**config.mk**
```make
export PLATFORM = sky130hd
export DESIGN_NAME = sia_status_unit
export DESIGN_NICKNAME = d
export VERILOG_FILES = /design/src/rtl/sia_pkg.sv /design/src/rtl/sia_sync.sv /design/src/rtl/sia_toggle_det.sv /design/src/rtl/sia_evt_reg.sv /design/src/rtl/sia_irq_gen.sv /design/src/rtl/sia_status_unit.sv
export SDC_FILE = /design/constraint.sdc
export NUM_CORES = 1
export LEC_CHECK = 0
export CORE_AREA = 2 2 67 69
export CTS_BUF_LIST = sky130_fd_sc_hd__clkbuf_16
export CTS_CLUSTER_DIAMETER = 60
export DETAILED_ROUTE_END_ITERATION = 8
export DIE_AREA = 0 0 69 71
export DONT_BUFFER_PORTS = 1
export GPL_TIMING_DRIVEN = 0
export PLACE_DENSITY = 0.64
export SYNTH_ARGS = -nofsm -noshare
export SYNTH_HDL_FRONTEND = slang
export SYNTH_SLANG_ARGS = --single-unit
```
**constraint.sdc**
```tcl
create_clock -name clk -period 1.1 [get_ports clk]
set_input_delay 0.165 -clock clk [delete_from_list [all_inputs] [get_ports clk]]
set_output_delay 0.165 -clock clk [all_outputs]
set_load 0.02 [all_outputs]
```
**src/rtl/sia_pkg.sv**
```systemverilog
package sia_pkg;

    localparam int WORD_W      = 32;
    localparam int ADDR_W      = 2;
    localparam int EVT_W       = 11;
    localparam int EXT_EVT_W   = EVT_W - 1;
    localparam int CHG_BIT     = EVT_W - 1;
    localparam int CD_BIT      = EVT_W;
    localparam int WP_BIT      = EVT_W + 1;
    localparam int SYNC_STAGES = 2;

    typedef enum logic [ADDR_W-1:0] {
        ADR_STATUS = 2'd0,
        ADR_CLEAR  = 2'd1,
        ADR_MASK   = 2'd2,
        ADR_RSVD   = 2'd3
    } sia_addr_e;

    typedef struct packed {
        logic             wr;
        logic             rd;
        sia_addr_e        addr;
        logic [EVT_W-1:0] wdata;
    } sia_req_t;

    typedef struct packed {
        logic card_absent;
        logic wr_protect;
    } sia_pins_t;

    function automatic logic [WORD_W-1:0] pack_status(
        input logic [EVT_W-1:0] evts,
        input sia_pins_t        pins
    );
        logic [WORD_W-1:0] w;
        w          = '0;
        w[EVT_W-1:0] = evts;
        w[CD_BIT]  = pins.card_absent;
        w[WP_BIT]  = pins.wr_protect;
        return w;
    endfunction

    function automatic logic [WORD_W-1:0] widen(input logic [EVT_W-1:0] v);
        return {{(WORD_W-EVT_W){1'b0}}, v};
    endfunction

endpackage

```
**src/rtl/sia_sync.sv**
```systemverilog
module sia_sync #(
    parameter int   W       = 2,
    parameter int   STAGES  = 2,
    parameter logic [W-1:0] RST_VAL = '0
) (
    input  logic         clk,
    input  logic         rst,
    input  logic [W-1:0] d_async,
    output logic [W-1:0] q_sync
);
    logic [W-1:0] stage_q [STAGES];

    generate
        for (genvar s = 0; s < STAGES; s++) begin : g_stage
            if (s == 0) begin : g_first
                always_ff @(posedge clk) begin
                    if (rst) stage_q[s] <= RST_VAL;
                    else     stage_q[s] <= d_async;
                end
            end else begin : g_next
                always_ff @(posedge clk) begin
                    if (rst) stage_q[s] <= RST_VAL;
                    else     stage_q[s] <= stage_q[s-1];
                end
            end
        end
    endgenerate

    assign q_sync = stage_q[STAGES-1];
endmodule

```
**src/rtl/sia_toggle_det.sv**
```systemverilog
module sia_toggle_det #(
    parameter logic RST_VAL = 1'b1
) (
    input  logic clk,
    input  logic rst,
    input  logic level,
    output logic toggled
);
    logic prev_q;

    always_ff @(posedge clk) begin
        if (rst) prev_q <= RST_VAL;
        else     prev_q <= level;
    end

    assign toggled = level ^ prev_q;
endmodule

```
**src/rtl/sia_evt_reg.sv**
```systemverilog
module sia_evt_reg #(
    parameter int W = 11
) (
    input  logic         clk,
    input  logic         rst,
    input  logic [W-1:0] set_vec,
    input  logic [W-1:0] clr_vec,
    output logic [W-1:0] held
);
    generate
        for (genvar b = 0; b < W; b++) begin : g_bit
            logic bit_q;
            always_ff @(posedge clk) begin
                if (rst)             bit_q <= 1'b0;
                else if (set_vec[b]) bit_q <= 1'b1;
                else if (clr_vec[b]) bit_q <= 1'b0;
            end
            assign held[b] = bit_q;
        end
    endgenerate
endmodule

```
**src/rtl/sia_irq_gen.sv**
```systemverilog
module sia_irq_gen #(
    parameter int W = 11
) (
    input  logic         clk,
    input  logic         rst,
    input  logic         mask_we,
    input  logic [W-1:0] mask_wdata,
    input  logic [W-1:0] events,
    output logic [W-1:0] mask,
    output logic         irq
);
    logic [W-1:0] mask_q;
    logic [W-1:0] hit;

    always_ff @(posedge clk) begin
        if (rst)          mask_q <= '0;
        else if (mask_we) mask_q <= mask_wdata;
    end

    always_comb begin
        hit = events & mask_q;
    end

    assign mask = mask_q;
    assign irq  = |hit;
endmodule

```
**src/rtl/sia_status_unit.sv**
```systemverilog
module sia_status_unit
    import sia_pkg::*;
(
    input  logic                    clk,
    input  logic                    rst,
    input  logic                    reg_wr,
    input  logic                    reg_rd,
    input  logic [ADDR_W-1:0]       reg_addr,
    input  logic [EVT_W-1:0]        reg_wdata,
    output logic [WORD_W-1:0]       reg_rdata,
    input  logic [EXT_EVT_W-1:0]    evt_pulse,
    input  logic                    card_absent,
    input  logic                    wr_protect,
    output logic                    irq
);
    sia_req_t          req;
    sia_pins_t         pins_raw;
    sia_pins_t         pins_s;
    logic [1:0]        pins_s_vec;
    logic              chg_evt;
    logic [EVT_W-1:0]  set_vec;
    logic [EVT_W-1:0]  clr_vec;
    logic [EVT_W-1:0]  status_q;
    logic [EVT_W-1:0]  mask_q;
    logic              mask_we;
    logic [WORD_W-1:0] rd_mux;
    logic [WORD_W-1:0] rdata_q;

    always_comb begin
        req.wr    = reg_wr;
        req.rd    = reg_rd;
        req.addr  = sia_addr_e'(reg_addr);
        req.wdata = reg_wdata;
    end

    assign pins_raw.card_absent = card_absent;
    assign pins_raw.wr_protect  = wr_protect;

    // Pin synchronisers: reset to "no card, not protected"
    sia_sync #(
        .W       (2),
        .STAGES  (SYNC_STAGES),
        .RST_VAL (2'b10)
    ) u_sync (
        .clk     (clk),
        .rst     (rst),
        .d_async (pins_raw),
        .q_sync  (pins_s_vec)
    );
    assign pins_s = sia_pins_t'(pins_s_vec);

    sia_toggle_det #(
        .RST_VAL (1'b1)
    ) u_cd_edge (
        .clk     (clk),
        .rst     (rst),
        .level   (pins_s.card_absent),
        .toggled (chg_evt)
    );

    assign set_vec = {chg_evt, evt_pulse};
    assign clr_vec = (req.wr && req.addr == ADR_CLEAR) ? req.wdata : '0;
    assign mask_we = req.wr && req.addr == ADR_MASK;

    sia_evt_reg #(
        .W (EVT_W)
    ) u_evts (
        .clk     (clk),
        .rst     (rst),
        .set_vec (set_vec),
        .clr_vec (clr_vec),
        .held    (status_q)
    );

    sia_irq_gen #(
        .W (EVT_W)
    ) u_irq (
        .clk        (clk),
        .rst        (rst),
        .mask_we    (mask_we),
        .mask_wdata (req.wdata),
        .events     (status_q),
        .mask       (mask_q),
        .irq        (irq)
    );

    always_comb begin
        unique case (req.addr)
            ADR_STATUS: rd_mux = pack_status(status_q, pins_s);
            ADR_MASK:   rd_mux = widen(mask_q);
            default:    rd_mux = '0;
        endcase
    end

    always_ff @(posedge clk) begin
        if (rst)         rdata_q <= '0;
        else if (req.rd) rdata_q <= rd_mux;
    end

    assign reg_rdata = rdata_q;
endmodule

```
==> reports/qor.csv <==
metric;value;unit
run status;finished, violations left;
failing checks;negative setup slack;
initial drt markers;62;
Detailed Route WL;3830;um
Final WS setup;-0.381;ns
post-synthesis xor/xnor area fraction;0.482;%
vias in the first global route;1323;
ANT cells;0;
global-route wire length before repair;6460;um
core area;4200;um^2
Gate power share;11.0;%
Sw Pwr;0.000743;W
Final Hold Viols;0;
Synth Area in Compound Gates;9.51;%
Layout area overhead;15.7;%
Inst Count DP;275;
startpoint types;flip-flop;
gr ovfl total;0;
syn_area_per_cell;8.86;um^2
initial antenna violation count;0;
period utilization;135;%
pin count of the biggest net entering global routing;11;
CP max FO;2;
RSZ-0062 raised after global routing;true;
R2R Path Start;u_evts.g_bit[5].bit_q$_SDFFE_PP0P_;
clock sink count;40;
Pint;0.00248;W
routed len/inst;13.6;um
Min-Delay Path Class;input port to flip-flop;
Final setup viols;1;
post-synthesis sequential area ratio;44.1;%
remaining antenna violation count;0;
Simple-Gate Fraction of Synth Area;25.6;%
Setup Skew;0.00183;ns
Synth Warn #;0;
Max Cap Viol;0;
power density cells;1540;nW/um^2
Synth Area in Adders;0;%
fin crit period;1.48;ns
HP Start;reg_wdata[10];
critical path capture point type;primary output;
dpl hpwl;2800;um
die width;69;um
Site Rows;24;
setup_tns;-0.381;ns
drt drc;0;
Fmax achieved;0.675;GHz
TritonCTS clock tree;built;
Syn Inst Count;205;
Slew Viols, Final;0;
maximum vdd drop;890;uV
total leakage power;0.913;nW
part of the power in the clock network;40.3;%
largest family of logic cells by synthesized area;simple AND/OR/NAND/NOR gates;
Pre-antenna DRT Iters;4;
Net Sw Frac;23.0;%
Slew HR;64.3;%
Tot GR Track Use;16.7;%
Req. time, crit path;0.94;ns
die height;71;um
Yosys reg bits;40;
Root Buffer;clkbuf_16;
RD Place Congestion;0.753;
clock insertion delay at the later pin of the skew report;0.27;ns
CTS buffer count;5;
Seq pwr share;48.7;%
Distinct cells, synth;28;
crit path from;u_evts.g_bit[5].bit_q$_SDFFE_PP0P_;
Arr. time, crit path;1.32;ns
# port buffers;0;
fraction of layout cells with a size suffix above 1;20.4;%
path type of the worst setup path;flip-flop to primary output;
post-layout util;50.0;%
Final Non-Filler Cells;282;
Max clock buf depth;2;
Initial Utilization;43.2;%
Worst-Margin Slew;0.535;ns
clock slew at reported path FFs;0.05;ns
IO Count;62;
mapped cell area;1820;um^2
NumNets Final;261;
vias per cell;4.77;
die area;4900;um^2
post-synthesis mux area share;8.68;%
# H-tree levels;2;
vias;1345;
[final timing paths]
kind | to | slack, ns | cells after the start
setup / recovery | irq | -0.38 | 4
hold / removal | u_irq.mask[10]$_SDFFE_PP0P_ | 0.02 | 2
hold reg to reg | u_sync.stage_q[1][1]$_SDFF_PP1_ | 0.41 | 1
setup reg to reg | reg_rdata[5]$_SDFFE_PP0P_ | 0.08 | 4
[cells by family (layout without fill, tap and decap cells)]
logic type,Yosys count,in the layout
simple gates,91,91
flops,40,40
compound gates,31,31
buf+inv,30,37
mux,11,11
other cells,1,19
xor+xnor,1,1
[power by group through the flow]
stage,Clock [W],Sequential [W],Combinational (W)
after floorplan,0,0.00159,0.000305
after global placement,0,0.00160,0.000342
after detailed placement,0,0.00160,0.000347
after CTS,0.00133,0.00157,0.000357
after global routing,0.00140,0.00158,0.000390
final,0.00130,0.00157,0.000356
[timing repair]
item,4_1_cts,5_1_grt
gates resized for setup,2,0
endpoints found under the hold margin,1,0
pin swaps,2,0
hold buffers,1,0
setup buffers,1,0
endpoints found under the setup margin,1,1
[through the flow]
step                hold WS (ns)  setup slack [ns]  instance area (um^2)  total power [W]
floorplan                  0.269           -0.0332                  1890          0.00189
global placement           0.270            -0.120                  1950          0.00194
detailed placement         0.274            -0.137                  1950          0.00195
CTS                       0.0156            -0.396                  2100          0.00326
global route              0.0172            -0.448                  2100          0.00337
finish                    0.0202            -0.381                  2100          0.00323
[flip-flops by register name, summed over array words and instances, names as in the netlist]
| signal | flops |
|---|---|
| reg_rdata | 13 |
| u_evts.g_bit.bit_q | 11 |
| u_cd_edge.prev_q | 1 |
| u_sync.stage_q | 4 |
| u_irq.mask | 11 |
[routing by layer]
metal / part of all wire (%) / GRT usage [%] / vias up
met3: 6.6 / 5.41 / 4
met5: 0 / 0 / -
met1: 45 / 20.6 / 602
met4: 1.4 / 6.54 / 0
met2: 47 / 27.0 / 38
li1: - / - / 701
[final cells by class]
cell class / count / area [um^2]
Fill cell: 426 / 2100
Multi-Input combinational cell: 153 / 883
Sequential cell: 40 / 802
Buffer: 29 / 204
Clock buffer: 5 / 125
Tap cell: 52 / 65.1
Timing Repair Buffer: 2 / 17.5
Inverter: 1 / 3.75
[synth_stat cells]
cell      instances  area, um^2
or2_1             1        6.26
a221oi_1          1        8.76
a22o_1            1        8.76
a22oi_1           2        15.0
buf_4            21         158
nor2_1           23        86.3
conb_1            1        3.75
a222oi_1          1        10.0
mux2_4            9         135
and2b_1          11        82.6
and3_1            1        6.26
buf_6             2        22.5
nand2b_1          2        12.5
nor3_1           10        50.1
xnor2_1           1        8.76
buf_2             1        5.00
inv_1             1        3.75
or2_2             3        18.8
a21oi_1          25         125
nor3b_1          10        75.1
nand3b_1          1        7.51
dfxtp_1          40         801
clkbuf_1          5        18.8
mux2_2            2        22.5
nand3_1           2        10.0
o21ai_0           1        5.00
nor2b_1           3        18.8
nand2_1          24        90.1
[placed cells by master, fill, tap and decap left out, types with 2 or more instances in the layout]
| master | n |
|---|---|
| nor2_1 | 23 |
| nand2_1 | 23 |
| mux2_2 | 2 |
| a22oi_1 | 2 |
| nor2b_1 | 3 |
| a21oi_1 | 25 |
| conb_1 | 19 |
| buf_4 | 22 |
| or2_2 | 3 |
| nor3_1 | 10 |
| mux2_4 | 9 |
| clkbuf_16 | 5 |
| nor3b_1 | 10 |
| clkbuf_1 | 5 |
| nand3_1 | 2 |
| nand2b_1 | 2 |
| dfxtp_1 | 39 |
| buf_6 | 2 |
| and2b_1 | 11 |
[worst max-delay path, stage by stage (launching register included)]
cell and delay, ns:
dfxtp_2 0.31, a22o_1 0.24, a221oi_2 0.16, and3_1 0.21, nand2_2 0.11
Note: power is estimated with default switching activity, not from simulation.
